### src/rtl/serial_rx_pkg.sv
package serial_rx_pkg;
  localparam int unsigned CHAR_W = 8;
  localparam int unsigned ENTRY_W = CHAR_W + 4;

  typedef enum logic [2:0] {
    ST_IDLE,
    ST_START,
    ST_DATA,
    ST_PAR,
    ST_STOP,
    ST_HOLD
  } rx_state_e;

  typedef struct packed {
    logic              ovr;
    logic              brk;
    logic              pe;
    logic              fe;
    logic [CHAR_W-1:0] data;
  } rx_entry_t;
endpackage

### src/rtl/rx_sync.sv
module rx_sync #(
  parameter int unsigned STAGES = 2
) (
  input  logic clk_i,
  input  logic rst_ni,
  input  logic d_i,
  output logic q_o
);
  logic [STAGES-1:0] ff_q;

  always_ff @(posedge clk_i or negedge rst_ni) begin
    if (!rst_ni) ff_q <= '1;
    else         ff_q <= {ff_q[STAGES-2:0], d_i};
  end

  assign q_o = ff_q[STAGES-1];
endmodule

### src/rtl/rx_vote.sv
module rx_vote (
  input  logic clk_i,
  input  logic rst_ni,
  input  logic tick_i,
  input  logic bit_i,
  output logic maj_o
);
  logic [1:0] hist_q;

  always_ff @(posedge clk_i or negedge rst_ni) begin
    if (!rst_ni)     hist_q <= 2'b11;
    else if (tick_i) hist_q <= {hist_q[0], bit_i};
  end

  // samples: two earlier ticks plus the current one
  assign maj_o = (hist_q[1] & hist_q[0]) | (hist_q[1] & bit_i) | (hist_q[0] & bit_i);
endmodule

### src/rtl/rx_pack.sv
module rx_pack
  import serial_rx_pkg::*;
(
  input  logic              clk_i,
  input  logic              rst_ni,
  input  logic              done_i,
  input  logic [CHAR_W-1:0] data_i,
  input  logic              pe_i,
  input  logic              fe_i,
  input  logic              brk_i,
  input  logic              full_i,
  output logic              wr_o,
  output rx_entry_t         entry_o
);
  logic ovr_pend_q;

  always_ff @(posedge clk_i or negedge rst_ni) begin
    if (!rst_ni) begin
      wr_o       <= 1'b0;
      entry_o    <= '0;
      ovr_pend_q <= 1'b0;
    end else begin
      wr_o <= 1'b0;
      if (done_i) begin
        if (full_i) begin
          ovr_pend_q <= 1'b1;
        end else begin
          wr_o          <= 1'b1;
          entry_o.ovr   <= ovr_pend_q;
          entry_o.brk   <= brk_i;
          entry_o.pe    <= pe_i & ~brk_i;
          entry_o.fe    <= fe_i;
          entry_o.data  <= brk_i ? '0 : data_i;
          ovr_pend_q    <= 1'b0;
        end
      end
    end
  end

  AST_WR_PULSE: assert property (@(posedge clk_i) disable iff (!rst_ni)
    wr_o |=> !wr_o);
  AST_FULL_DROPS: assert property (@(posedge clk_i) disable iff (!rst_ni)
    (done_i && full_i) |=> !wr_o);
  AST_BRK_ZERO: assert property (@(posedge clk_i) disable iff (!rst_ni)
    (wr_o && entry_o.brk) |-> (entry_o.data == '0 && entry_o.fe));
endmodule

### src/rtl/serial_frame_rx.sv
module serial_frame_rx
  import serial_rx_pkg::*;
#(
  parameter int unsigned OVS         = 16,
  parameter int unsigned SYNC_STAGES = 2
) (
  input  logic               clk_i,
  input  logic               rst_ni,
  input  logic               tick_i,
  input  logic               rxd_i,
  input  logic [1:0]         data_len_i,
  input  logic               parity_en_i,
  input  logic               parity_odd_i,
  input  logic               full_i,
  output logic               wr_o,
  output logic [ENTRY_W-1:0] wr_data_o
);
  localparam int unsigned CW = $clog2(OVS);
  localparam int unsigned IW = $clog2(CHAR_W);
  localparam logic [CW-1:0] MID_C = CW'(OVS / 2);
  localparam logic [CW-1:0] DEC_C = CW'(OVS / 2 + 1);

  logic rxd_s, maj;
  rx_state_e st_q;
  logic [CW-1:0] cnt_q;
  logic [IW-1:0] idx_q;
  logic [CHAR_W-1:0] sh_q;
  logic par_q, low_q, pe_q;
  logic dec, done, brk;
  logic [IW-1:0] last_idx;
  logic [CHAR_W-1:0] data_rj;
  rx_entry_t entry;

  rx_sync #(.STAGES(SYNC_STAGES)) u_sync (
    .clk_i(clk_i), .rst_ni(rst_ni), .d_i(rxd_i), .q_o(rxd_s));

  rx_vote u_vote (
    .clk_i(clk_i), .rst_ni(rst_ni), .tick_i(tick_i), .bit_i(rxd_s), .maj_o(maj));

  assign dec      = tick_i && (cnt_q == DEC_C);
  assign last_idx = IW'(data_len_i) + IW'(CHAR_W - 4);
  assign done     = dec && (st_q == ST_STOP);
  assign brk      = low_q & ~maj;
  assign data_rj  = sh_q >> (IW'(3) - IW'(data_len_i));

  always_ff @(posedge clk_i or negedge rst_ni) begin
    if (!rst_ni) begin
      st_q  <= ST_IDLE;
      cnt_q <= '0;
      idx_q <= '0;
      sh_q  <= '0;
      par_q <= 1'b0;
      low_q <= 1'b0;
      pe_q  <= 1'b0;
    end else if (tick_i) begin
      cnt_q <= cnt_q + 1'b1;
      unique case (st_q)
        ST_IDLE: begin
          if (!rxd_s) begin
            cnt_q <= '0;
            st_q  <= ST_START;
          end
        end
        ST_START: begin
          if (cnt_q == MID_C && rxd_s) begin
            st_q <= ST_IDLE;
          end else if (cnt_q == DEC_C) begin
            st_q  <= ST_DATA;
            idx_q <= '0;
            sh_q  <= '0;
            par_q <= 1'b0;
            low_q <= 1'b1;
            pe_q  <= 1'b0;
          end
        end
        ST_DATA: begin
          if (dec) begin
            sh_q  <= {maj, sh_q[CHAR_W-1:1]};
            par_q <= par_q ^ maj;
            low_q <= low_q & ~maj;
            idx_q <= idx_q + 1'b1;
            if (idx_q == last_idx) st_q <= parity_en_i ? ST_PAR : ST_STOP;
          end
        end
        ST_PAR: begin
          if (dec) begin
            pe_q  <= maj ^ par_q ^ parity_odd_i;
            low_q <= low_q & ~maj;
            st_q  <= ST_STOP;
          end
        end
        ST_STOP: begin
          if (dec) st_q <= brk ? ST_HOLD : ST_IDLE;
        end
        ST_HOLD: begin
          if (rxd_s) st_q <= ST_IDLE;
        end
        default: st_q <= ST_IDLE;
      endcase
    end
  end

  rx_pack u_pack (
    .clk_i(clk_i), .rst_ni(rst_ni), .done_i(done), .data_i(data_rj),
    .pe_i(pe_q), .fe_i(~maj), .brk_i(brk), .full_i(full_i),
    .wr_o(wr_o), .entry_o(entry));

  assign wr_data_o = entry;

  AST_FALSE_START: assert property (@(posedge clk_i) disable iff (!rst_ni)
    (st_q == ST_START && tick_i && cnt_q == MID_C && rxd_s) |=> st_q == ST_IDLE);
  AST_HOLD_LOW: assert property (@(posedge clk_i) disable iff (!rst_ni)
    (st_q == ST_HOLD && !rxd_s) |=> st_q == ST_HOLD);
  AST_IDLE_NO_WR: assert property (@(posedge clk_i) disable iff (!rst_ni)
    (st_q == ST_IDLE && $past(st_q) == ST_IDLE) |-> !wr_o);
endmodule

### config.mk
export PLATFORM = sky130hd
export DESIGN_NAME = serial_frame_rx
export DESIGN_NICKNAME = d
export VERILOG_FILES = /design/src/rtl/serial_rx_pkg.sv /design/src/rtl/rx_sync.sv /design/src/rtl/rx_vote.sv /design/src/rtl/rx_pack.sv /design/src/rtl/serial_frame_rx.sv
export SDC_FILE = /design/constraint.sdc
export NUM_CORES = 1
export LEC_CHECK = 0
export BUFFER_PORTS_ARGS = -buffer_cell sky130_fd_sc_hd__buf_4
export CAP_MARGIN = 20
export CORE_AREA = 8 8 99 101
export DETAILED_ROUTE_END_ITERATION = 10
export DIE_AREA = 0 0 107 109
export SYNTH_ARGS = -nofsm -noshare
export SYNTH_HDL_FRONTEND = slang
export SYNTH_SLANG_ARGS = --single-unit
### constraint.sdc
create_clock -name clk_i -period 2.95 [get_ports clk_i]
set_input_delay 0.59 -clock clk_i [delete_from_list [all_inputs] [get_ports clk_i]]
set_output_delay 0.59 -clock clk_i [all_outputs]
set_load 0.02 [all_outputs]
* Word-level counts from Yosys, hierarchy flattened *
Index checks and enable logic that the tools add are counted.

word-level totals
  bits in registers = 39
  bits in latches = 0
  RAM bits = 0
  memory bits (read-only) = 0
  input port bits = 9
  output and inout bits = 13
  memories = 0

operators by class
  $add $sub $neg = 4
  multipliers = 0
  div/mod/pow operators = 0
  magnitude comparators = 0
  equal/unequal tests = 18
  shift-type cells = 1
  multiplexer cells = 35
  bitwise operators = 12
  reductions and logical operators = 13

operators with widths
  kind                                                   count
  two-way mux 3 bit                                      13
  two-way mux 8 bit                                      4
  one-hot mux 3 bit (6 select lines)                     1
  one-hot mux 8 bit (2 select lines)                     1
  AND reduction 5 bit                                    3
  inequality test 2 bit, second input constant           7
  two-way mux 1 bit                                      10
  equality test 4 bit, second input constant             2
  two-way mux 4 bit                                      2
  AND reduction 8 bit                                    1
  right shift 8 x 3 -> 8 bit                             1
  equality test 3 x 2 -> 1 bit, second input constant    2
  equality test 3 bit, second input constant             2
  one-hot mux 1 bit (2 select lines)                     3
  one-hot mux 3 bit (2 select lines)                     1
  nonzero test 2 bit                                     3
  AND 1 bit                                              5
  adder 4 x 1 -> 4 bit, second input constant            1
  inequality test 2 x 1 -> 1 bit, second input constant  2
  adder 2 x 3 -> 3 bit, second input constant            1
  adder 3 x 1 -> 3 bit, second input constant            1
  equality test 3 x 1 -> 1 bit, second input constant    1
  equality test 3 bit                                    1
  logical AND 1 bit                                      3
  8 further kinds                                        12

* Longest topological paths before layout *
Gate-level depths: netlist of the first run.

  depth after elaboration = 8
  depth in mapped cells = 9

* By module *
A second synthesis of the first run with hierarchy kept.

second synthesis, totals
  cells, all modules = 183
  area total of the unflattened synthesis = 2113.3 um^2

modules (own cells, without submodules)
  module           times used  cells each  area each (um^2)
  serial_frame_rx  1           138         1353.8
  rx_pack          1           38          620.6
  rx_vote          1           5           86.3
  rx_sync          1           2           52.6

* Worst setup path before layout of the first run *
No wires, ideal clock.

  kind = in2reg
  start point = in data_len_i[0]
  end point = reg st_q[2]
  library setup time = 121 ps
  arrival = 1536 ps
  data required time = 2829 ps
  path slack = 1292 ps
  cell stages on the path = 6
  path buffers = 1
  cell sequence = buf_2 xnor2_1 a31oi_1 o21ai_0 o21ai_1 o22a_1

on the way
  word-level cells in the longest chain between the ends = 4

RTL lines
  element                          line                   RTL
  from (decl)                      serial_frame_rx.sv:11  input logic [1:0] data_len_i,
  adder 2 x 3 -> 3 bit             serial_frame_rx.sv:41  assign last_idx = IW'(data_len_i) + IW'(CHAR_W - 4);
  equality test 3 bit              serial_frame_rx.sv:82  if (idx_q == last_idx) st_q <= parity_en_i ? ST_PAR : ST_STOP;
  inequality test 2 bit (no line)  --
  AND reduction 8 bit (no line)    --
  to (signal assigned)             serial_frame_rx.sv:82
  to (signal assigned)             serial_frame_rx.sv:93  if (dec) st_q <= brk ? ST_HOLD : ST_IDLE;
  to (decl)                        serial_frame_rx.sv:24  rx_state_e st_q;

No other way between the ends.
A chain may end at the register's enable or synchronous reset.

* Worst setup path in the final report of the first run *
  start point = reg cnt_q[0]
  end point = reg idx_q[2]

on the way
  word-level cells in the longest chain between the ends = 4

RTL lines
  element                                 line                                                                 RTL
  from (decl)                             serial_frame_rx.sv:25                                                logic [CW-1:0] cnt_q;
  from (signal assigned)                  serial_frame_rx.sv:56                                                cnt_q <= cnt_q + 1'b1;
  equality test 4 bit (on tied branches)  serial_frame_rx.sv:65, serial_frame_rx.sv:40, serial_frame_rx.sv:67
  logical AND 1 bit (on tied branches)    serial_frame_rx.sv:65, serial_frame_rx.sv:40
  inequality test 2 bit (no line)         --
  AND reduction 5 bit (no line) *         --
  to (signal assigned)                    serial_frame_rx.sv:81                                                idx_q <= idx_q + 1'b1;
  to (decl)                               serial_frame_rx.sv:26                                                logic [IW-1:0] idx_q;

Every way passes the cells marked *; elsewhere a longest branch is shown, timed or not.

==> impl_results.md, run 1 <==
- Hold Crit Class: in -> async
- Async SR Flop Fraction: 1.00
- Mean Syn Cell Area: a little over 10 µm²
- CTS Buf Count: 5
- Non-filler cells in the finished layout: 323
- Period utilization: 0.664
- Post_cts resized: 0
- Worst skew pair latency: 290 ps
- Worst R2R Path Depth: 7
- Post-Syn Nets: between 200 and 250
- DR vias/cell: ~4.7
- Crit path launch type: flip-flop
- Total grt overflow: 0
- Slowest CP cell: o21ai_1
- DRT Wirelength: around 4.3 mm
- Fillers: 865
- Die height: around 110 µm
- Largest net degree at the start of global routing: 40
- Post-synth EDFFs: 0
- DRT iter0 DRCs: around 80
- Metal-1 WL: around 1.9 mm
- RSZ-0062 raised after global routing: no
- ANT cells: 0
- Remaining antenna violation count after routing: 0
- CP peak stage delay: 610 ps
- FF+latch count, synth: 39
- Share of layout cells above drive strength 1: 0.228
- Peak VDD IR: about 0.23 mV
- # hold bufs at CTS: 0
- Critical path class: reg -> reg
- DR WL met3: ~220 µm
- Final Hold Fails: 0
- First-pass GRT wire length: between 7 and 8 mm
- Setup bufs post-CTS: 0
- PwrDens: a little under 800 nW/µm²
- Most frequent cells in the layout: dfrtp_1, nand2_1, buf_4
- Critical path, cell by cell: inv_1 > ha_1 > nand2_1 > and3b_1 > o21ai_1 > o21ai_0 > o21ai_1
- Slew of the pin with the lowest slew margin: between 700 and 800 ps
- Pwr Total: 1.86 mW
- CTS clk-pin slew, worst paths: approximately 80 ps
- Worst EP arrival: 2180 ps
- CTS H-tree lvls: 2
- Final core utilization: 0.281
- Worst path most repeated cell: o21ai_1
- Final RePlAce weighted congestion: 0.770
- Detail Route met2 WL: between 2 and 2.5 mm
- Top-area cell type share of the netlist area: 0.437
- I/O Buffers: 21
- Initial Util: 0.239
- Leak: between 1 and 1.5 nW
- WL/cell: roughly 13 µm
- Cells after Synth: slightly below 200
- Max-cap violations: 0
- CTS tree: built
- CTS root buf: clkbuf_8
- Die Wd: 107 µm
- Relative slew slack: 0.478
- Number of global-route vias before repair: roughly 1,500
- Outcome: finished, final reports clean
- DP Cell Count: 315
- Detailed placement HPWL: 3.06 mm
- # IOs: 22
- Max Used Layer: met4
- Core area: between 8000 and 9000 µm²
- DIE AREA: 11,700 µm²
- Final setup fails: 0
- Synth unique cells: 47
- Tot GR Track Use: 0.0767
- Sequential area share after synthesis: 0.490
- Clock sinks: 39
- DRC: 0
- DR vias: between 1,500 and 2,000
- Total Negative Setup Slacks: 0 ps
- NumNets Final: 227
- Fmax: slightly above 500 MHz
- Commonest non-fill, non-tap cell in the layout: dfrtp_1
- Critical path fanouts, max: 12
- Dominant synthesized flop cell: dfrtp_1
- CP Data Required Time: 3170 ps
- Row count: 34
- Top cells by area, synth: dfrtp_1, nand2_1, dfstp_2
- Pre-Repair DR Iteration Count: 4
- Yosys warning count: 0
- Clock Skew: 2.83 ps
- Post-Syn Area: roughly 2000 µm²
- Worst Setup End Kind: flip-flop
- Fin crit period: just under 2000 ps
- Max-slew violation count: 0
- Clk buf depth: 2
- Top cell type by total area after synthesis: dfrtp_1
- Area Overhead vs Synth: 17.6%
- Initial antenna violation count: 0
-- cell usage after synthesis (2+ instances only) --
| cell | instances |
|---|---|
| o2111ai_1 | 2 |
| mux2i_1 | 4 |
| mux2_2 | 6 |
| dfstp_2 | 4 |
| o21ai_1 | 12 |
| inv_1 | 4 |
| and3b_1 | 2 |
| a22o_1 | 8 |
| buf_6 | 2 |
| nand2b_1 | 2 |
| nand2_1 | 33 |
| a21o_1 | 2 |
| nor3_1 | 2 |
| o211ai_1 | 2 |
| o31ai_1 | 4 |
| nor2b_1 | 2 |
| a21oi_1 | 7 |
| nor4_1 | 3 |
| xnor2_1 | 3 |
| buf_2 | 8 |
| nand3_1 | 8 |
| nor2_1 | 5 |
| o2bb2ai_1 | 2 |
| dfrtp_1 | 35 |
| o21ai_0 | 9 |
| ha_1 | 4 |
-- layer usage --
layer / vias to the layer above / track usage
met3: 6 / 0.0272
met1: 750 / 0.0827
met5: - / 0
met2: 23 / 0.135
met4: 0 / 0.0302
li1: 748 / -
-- path summary, 6_finish.rpt --
path | start | end | slack, ps
setup reg to reg | cnt_q[0] | idx_q[2] | 990
max in group asynchronous | rst_ni | u_sync.ff_q[0] | 2330
hold reg to reg | u_sync.ff_q[0] | u_sync.ff_q[1] | 360
hold / removal | rst_ni | st_q[2] | 260
min in group clk_i | u_sync.ff_q[0] | u_sync.ff_q[1] | 360
setup / recovery | cnt_q[0] | idx_q[2] | 990
-- report_power, final --
group	internal [mW]	leakage, nW	switching (mW)
Sequential	0.660	0.511	0.150
Clock	0.274	0.0612	0.188
Combinational	0.262	0.476	0.324
-- worst max-delay path, delay by kind of cell (launching register included) --
family                     cells  cell delay [ps]
DFF                            1              420
and+or+nand+nor                2              280
buffers and inverters          1              100
adders and majority gates      1              170
AOI/OAI and AO/OA              3              920
-- through the flow --
step / worst slack [ps] / instance area (µm²) / hold WS, ps
global route: 791 / 2350 / 299
CTS: 980 / 2350 / 277
detailed placement: 1000 / 2240 / 347
floorplan: 1290 / 2000 / 294
finish: 991 / 2350 / 263
global placement: 1090 / 2240 / 346
-- sequential cells by signal, summed over array words and instances (netlist names) --
register	count
u_pack.entry_o	12
sh_q	8
cnt_q	4
idx_q	3
st_q	3
u_sync.ff_q	2
u_vote.hist_q	2
low_q	1
par_q	1
pe_q	1
u_pack.ovr_pend_q	1
u_pack.wr_o	1
-- final cells by class --
| cell class | count | area (µm²) | share of cell area |
|---|---|---|---|
| tap | 108 | 135 | 0.0574 |
| sequential | 39 | 981 | 0.417 |
| inverter | 5 | 18.8 | 0.00797 |
| clock inverter | 2 | 35.0 | 0.0149 |
| clock buffer | 6 | 82.6 | 0.0351 |
| timing repair buffer | 22 | 165 | 0.0701 |
| multi-input combinational | 141 | 937 | 0.398 |
-- cell families (layout without fill, tap and decap cells) --
| kind of cell | after synthesis | count (layout) | share of synthesized area |
|---|---|---|---|
| AOI/OAI and AO/OA | 54 | 54 | 0.183 |
| xor gates and xnor gates | 4 | 4 | 0.0175 |
| adders and majority gates | 5 | 5 | 0.0306 |
| buffers and inverters | 16 | 35 | 0.0425 |
| DFF | 39 | 39 | 0.490 |
| muxes | 11 | 11 | 0.0650 |
| and+or+nand+nor | 67 | 67 | 0.172 |
(Power assumes the default switching activity.)
==> inputs of run 2 (changes only) <==
==> constraint.sdc (replaced) <==
create_clock -name clk_i -period 1.8 [get_ports clk_i]
set_input_delay 0.36 -clock clk_i [delete_from_list [all_inputs] [get_ports clk_i]]
set_output_delay 0.36 -clock clk_i [all_outputs]
set_load 0.02 [all_outputs]
==> run 2 against run 1 <==
Against the previous run: largest cell class unchanged; die area unchanged; register-to-register slack got worse by 910 ps; total power increased by 67%; sequential cell count unchanged; final cell count increased by 2.2%; design area increased by 3.2%; highest routed layer unchanged; non-clock buffer count increased by 6; first-iteration DRC count decreased by 27%.
==> impl_results.md, run 2 (synthesis gave the netlist of run 1 again) <==
- CTS Buf Count: 5 (unchanged)
- Max-slew violation count: 0 (unchanged)
- Fmax: 580 MHz (was 511 MHz)
- Crit path launch type: flip-flop (unchanged)
- WL/cell: 12.9 µm (was 13.4 µm)
- DRT Wirelength: 4.25 mm (was 4.33 mm)
- Leak: 1.08 nW (was 1.05 nW)
- DR vias/cell: 4.60 (was 4.73)
- Area Overhead vs Synth: 21.4% (was 17.6%)
- Die height: 109 µm (unchanged)
- Slew of the pin with the lowest slew margin: 487 ps (was 778 ps)
- Share of layout cells above drive strength 1: 0.270 (was 0.228)
- RSZ-0062 raised after global routing: no (unchanged)
- Max FFs per register: 12 (unchanged)
- Critical path fanouts, max: 8 (was 12)
- Pre-CTS setup slack: 30.9 ps (was 1000 ps)
- Non-filler cells in the finished layout: 330 (was 323)
- Clk buf depth: 2 (unchanged)
- Hold_ws: 39.2 ps (was 263 ps)
- Total Negative Setup Slacks: 0 ps (unchanged)
- CTS clk-pin slew, worst paths: 80 ps (about the same)
- Max-cap violations: 0 (unchanged)
- DRT iter0 DRCs: 57 (was 78)
- Initial Util: 0.239 (unchanged)
- Worst Setup End Kind: flip-flop (unchanged)
- DP Cell Count: 321 (was 315)
- DIE AREA: 11,700 µm² (unchanged)
- Largest regs: u_pack.entry_o x12, sh_q x8, cnt_q x4 (unchanged)
- Peak VDD IR: 0.368 mV (was 0.229 mV)
- Relative slew slack: 0.676 (was 0.478)
- CTS tree: built (unchanged)
- Worst reg-to-reg setup slack: 80 ps (was 990 ps)
- Worst EP arrival: 1910 ps (was 2180 ps)
- Clock Skew: 10.2 ps (was 2.83 ps)
- Register Area: 981 µm² (unchanged)
- Core area: 8380 µm² (unchanged)
- CTS root buf: clkbuf_8 (unchanged)
- I/O Buffers: 21 (unchanged)
- Cell Area, Placed: 2280 µm² (was 2240 µm²)
- Area taken by multi-input logic gates: 966 µm² (was 937 µm²)
- Largest net degree at the start of global routing: 40 (unchanged)
- Total grt overflow: 0 (unchanged)
- DRC: 0 (unchanged)
- DR vias: 1,518 (was 1,527)
- NumNets Final: 234 (was 227)
- Tot GR Track Use: 0.0758 (was 0.0767)
- Most frequent cells in the layout: dfrtp_1, nand2_1, buf_4 (unchanged)
- Top reg by flops: u_pack.entry_o (unchanged)
- ANT cells: 0 (unchanged)
- Initial antenna violation count: 0 (unchanged)
- CTS H-tree lvls: 2 (unchanged)
- Fillers: 867 (was 865)
- Fin crit period: 1720 ps (was 1960 ps)
- Worst skew pair latency: 290 ps (about the same)
- Final Hold Fails: 0 (unchanged)
- Final setup fails: 0 (unchanged)
- Commonest non-fill, non-tap cell in the layout: dfrtp_1 (unchanged)
- Outcome: finished, final reports clean (unchanged)
- Number of global-route vias before repair: 1,479 (was 1,475)
- Pwr Total: 3.10 mW (was 1.86 mW)
- First-pass GRT wire length: 7.08 mm (was 7.11 mm)
- Final core utilization: 0.290 (was 0.281)
- Final RePlAce weighted congestion: 0.816 (was 0.770)
- # hold bufs at CTS: 0 (unchanged)
- Reg2reg start: cnt_q[1] (was cnt_q[0])
- Pre-Repair DR Iteration Count: 4 (unchanged)
- Hold Crit Class: in -> async (unchanged)
- Worst R2R Path Depth: 7 (unchanged)
- Row count: 34 (unchanged)
- # IOs: 22 (unchanged)
- Period utilization: 0.957 (was 0.664)
- Post-route design area: 2430 µm² (was 2350 µm²)
- PwrDens: 1280 nW/µm² (was 789 nW/µm²)
- Remaining antenna violation count after routing: 0 (unchanged)
- CP Data Required Time: 1990 ps (was 3170 ps)
- Die Wd: 107 µm (unchanged)
- Clock sinks: 39 (unchanged)
- Detailed placement HPWL: 3.13 mm (was 3.06 mm)
- R2r endpoint: u_pack.entry_o[5] (was idx_q[2])
- Critical path class: reg -> reg (unchanged)
- Final worst slack: 77.1 ps (was 991 ps)
run 2: changes by cell type in the layout (fill, tap and decap cells not counted), sizes merged:
| cell | delta |
|---|---|
| buf | +6 |
| or2 | +1 |
run 2: area by class of cell:
cell class | instances | share of cell area
clock inverter | 2 | 0.0144
tap | 108 | 0.0556
inverter | 5 | 0.00875
sequential | 39 | 0.404
multi-input combinational | 142 | 0.397
timing repair buffer | 28 | 0.0865
clock buffer | 6 | 0.0340
run 2: timing repair:
| action | in CTS | in global routing |
|---|---|---|
| resized for setup | 0 | 6 |
| setup endpoints to repair | 0 | 16 |
| setup buffers | 0 | 0 |
run 2: worst max path at each step:
stage               startpoint                end  slack (ps)  cells past startpoint
floorplan             cnt_q[1]  u_pack.entry_o[1]         190                      9
global placement      cnt_q[1]  u_pack.entry_o[5]         110                      7
detailed placement    cnt_q[1]  u_pack.entry_o[5]          30                      7
CTS                   cnt_q[1]  u_pack.entry_o[5]          20                      7
global route          cnt_q[1]  u_pack.entry_o[5]          10                      7
finish                cnt_q[1]  u_pack.entry_o[5]          80                      7
run 2: metal layers:
layer	track usage	routed length, µm	share of wire	up-vias
met1	0.0858	1970	0.46	725
li1	-	-	-	764
met4	0.0302	51	0.012	0
met3	0.0266	181	0.043	5
met2	0.128	2040	0.48	24
met5	0	0	0	-
run 2: report_power, final:
group | leakage (nW) | internal (mW) | total (mW) | switching [mW]
Sequential | 0.511 | 1.08 | 1.28 | 0.193
Clock | 0.0612 | 0.449 | 0.746 | 0.298
Combinational | 0.505 | 0.476 | 1.08 | 0.603
run 2: critical path: stages, from the launching register on:
cell	delay [ps]
dfrtp_1	410
inv_2	80
ha_1	150
and3b_2	210
nand3_2	110
or2_4	330
buf_4	170
a21o_1	170
==> inputs of run 3 (changes only) <==
--- a/config.mk
+++ b/config.mk
@@ -7,9 +7,11 @@
 export LEC_CHECK = 0
 export BUFFER_PORTS_ARGS = -buffer_cell sky130_fd_sc_hd__buf_4
 export CAP_MARGIN = 20
-export CORE_AREA = 8 8 99 101
+export CORE_AREA = 2 2 93 95
+export CTS_BUF_LIST = sky130_fd_sc_hd__clkbuf_8
 export DETAILED_ROUTE_END_ITERATION = 10
-export DIE_AREA = 0 0 107 109
+export DIE_AREA = 0 0 95 97
+export RECOVER_POWER = 50
 export SYNTH_ARGS = -nofsm -noshare
 export SYNTH_HDL_FRONTEND = slang
 export SYNTH_SLANG_ARGS = --single-unit
==> run 3 against run 2 <==
Against the previous run: via count rose by 3.0%; sequential power barely moved; clock-buffer cell count is 1 lower; clock power down 22%; clock skew shrank 3.8 ps; sequential cell count stayed put; design area is 0.15% lower; total power decreased by 3.9%; worst hold slack better by 140 ps; die area fell by 21%; combinational power up 4%; critical endpoint is now st_q[0]; largest power group unchanged.
==> impl_results.md, run 3 (synthesis gave the netlist of run 1 again) <==
- Outcome: finished, final reports clean (unchanged)
- Leak: 1.07 nW (was 1.08 nW)
- Crit path buf inv count: 0 (was 2)
- Clock Skew: 6.40 ps (was 10.2 ps)
- Pre-CTS setup slack: -3.68 ps (was 30.9 ps)
- Worst setup path endpoint: st_q[0] (was u_pack.entry_o[5])
- Cell Area, Placed: 2280 µm² (about the same)
- CP Data Required Time: 2020 ps (was 1990 ps)
- Max FFs per register: 12 (unchanged)
- DIE AREA: 9220 µm² (was 11,700 µm²)
- Detailed placement HPWL: 3.03 mm (was 3.13 mm)
- Worst EP arrival: 1940 ps (was 1910 ps)
- # IOs: 22 (unchanged)
- Final RePlAce weighted congestion: 0.824 (was 0.816)
- Initial antenna violation count: 0 (unchanged)
- Slowest CP cell: dfstp_1 (was dfrtp_1)
- Pwr Total: 2.98 mW (was 3.10 mW)
- Worst Setup End Kind: flip-flop (unchanged)
- Number of global-route vias before repair: 1,553 (was 1,479)
- CP peak stage delay: 700 ps (was 410 ps)
- Most frequent cells in the layout: dfrtp_1, nand2_1, buf_4 (unchanged)
- Remaining antenna violation count after routing: 0 (unchanged)
- Critical path, cell by cell: nor4bb_1 > a311oi_2 > o2111ai_1 > o21bai_1 > o21ai_1 (was inv_2 > ha_1 > and3b_2 > nand3_2 > or2_4 > buf_4 > a21o_1)
- NumNets Final: 236 (was 234)
- DRT iter0 DRCs: 60 (was 57)
- Max-cap violations: 0 (unchanged)
- DR vias: 1,563 (was 1,518)
- CTS tree: built (unchanged)
- Hold Crit Class: in -> reg (was in -> async)
- DR vias/cell: 4.75 (was 4.60)
- Die Wd: 95 µm (was 107 µm)
- Non-filler cells in the finished layout: 329 (was 330)
- Die height: 97 µm (was 109 µm)
- Critical path fanouts, max: 8 (unchanged)
- PwrDens: 1230 nW/µm² (was 1280 nW/µm²)
- Peak VDD IR: 0.395 mV (was 0.368 mV)
- Slew of the pin with the lowest slew margin: 947 ps (was 487 ps)
- Clock sinks: 39 (unchanged)
- Final worst slack: 80.9 ps (was 77.1 ps)
- Pre-Repair DR Iteration Count: 4 (unchanged)
- Share of layout cells above drive strength 1: 0.263 (was 0.270)
- Row count: 33 (was 34)
- Final setup fails: 0 (unchanged)
- Worst skew pair latency: 290 ps (about the same)
- Final Hold Fails: 0 (unchanged)
- Clk buf depth: 2 (unchanged)
- Crit path launch type: flip-flop (unchanged)
- Core area: 8130 µm² (was 8380 µm²)
- Final core utilization: 0.298 (was 0.290)
- Relative slew slack: 0.368 (was 0.676)
- Reg2reg start: u_sync.ff_q[1] (was cnt_q[1])
- I/O Buffers: 21 (unchanged)
- Initial Util: 0.246 (was 0.239)
- Top reg by flops: u_pack.entry_o (unchanged)
- Tot GR Track Use: 0.0988 (was 0.0758)
- Worst R2R Path Depth: 5 (was 7)
- Max-slew violation count: 0 (unchanged)
- Post-route design area: 2430 µm² (about the same)
- Area Overhead vs Synth: 21.2% (was 21.4%)
- CTS root buf: clkbuf_8 (unchanged)
- CP delay by family, top: compound AO/OA/AOI/OAI gates (was simple AND/OR/NAND/NOR gates)
- CTS clk-pin slew, worst paths: 80 ps (about the same)
- Period utilization: 0.955 (was 0.957)
- Fmax: 582 MHz (was 580 MHz)
- WL/cell: 12.9 µm (about the same)
- Commonest non-fill, non-tap cell in the layout: dfrtp_1 (unchanged)
- DRC: 0 (unchanged)
- CTS Buf Count: 5 (unchanged)
- First-pass GRT wire length: 7.21 mm (was 7.08 mm)
- Critical path class: reg -> reg (unchanged)
- Critical path launch point: u_sync.ff_q[1] (was cnt_q[1])
- DRT Wirelength: 4.26 mm (was 4.25 mm)
- CTS H-tree lvls: 2 (unchanged)
- Worst reg-to-reg setup slack: 80 ps (about the same)
- ANT cells: 0 (unchanged)
- Largest regs: u_pack.entry_o x12, sh_q x8, cnt_q x4 (unchanged)
- DP Cell Count: 318 (was 321)
- Number of cells on the critical path: 5 (was 7)
- RSZ-0062 raised after global routing: no (unchanged)
- Largest net degree at the start of global routing: 40 (unchanged)
- Fin crit period: 1720 ps (about the same)
- R2r endpoint: st_q[0] (was u_pack.entry_o[5])
- Total grt overflow: 0 (unchanged)
-- run 3: worst min-delay path by stage --
stage / startpoint / end / slack [ps] / cells after the start
2_1_floorplan: rst_ni / cnt_q[0] / 60 / 0
3_3_place_gp: u_sync.ff_q[0] / u_sync.ff_q[1] / 350 / 0
3_5_place_dp: u_sync.ff_q[0] / u_sync.ff_q[1] / 350 / 0
4_1_cts: rst_ni / par_q / 50 / 1
5_1_grt: rxd_i / u_sync.ff_q[0] / 160 / 1
6_report: rxd_i / u_sync.ff_q[0] / 180 / 1
-- run 3: stage by stage --
| step | hold slack, ps | TNS [ps] |
|---|---|---|
| 2_1_floorplan | 64.4 | 0 |
| 3_3_place_gp | 346 | 0 |
| 3_5_place_dp | 347 | -3.68 |
| 4_1_cts | 50.1 | 0 |
| 5_1_grt | 161 | 0 |
| 6_report | 177 | 0 |
-- run 3: area by class of cell --
| class | count | area, µm² |
|---|---|---|
| Clock buffer | 5 | 68.8 |
| Clock inverter | 3 | 16.3 |
| Fill cell | 834 | 5710 |
| Inverter | 5 | 18.8 |
| Multi-Input combinational cell | 141 | 976 |
| Sequential cell | 39 | 981 |
| Tap cell | 105 | 131 |
| Timing Repair Buffer | 31 | 235 |
-- run 3: what timing repair did --
| item | CTS | global route |
|---|---|---|
| setup endpoints to repair | 1 | 22 |
| buffers inserted | 2 | 1 |
| gates resized for setup | 1 | 7 |
| hold buffers | 0 | 0 |
| pin swaps | 1 | 3 |
| cloned | 0 | 0 |
-- run 3: metal layers --
metal / wire, µm / track usage / vias to the layer above
met5: 0 / 0 / -
met4: 48 / 0.0334 / 0
met3: 200 / 0.0366 / 4
met2: 1990 / 0.149 / 37
met1: 2020 / 0.130 / 760
li1: - / - / 762
-- run 3: report_power, final --
group          internal (mW)  switching [mW]
Clock                  0.265           0.314
Sequential              1.08           0.197
Combinational          0.496           0.625
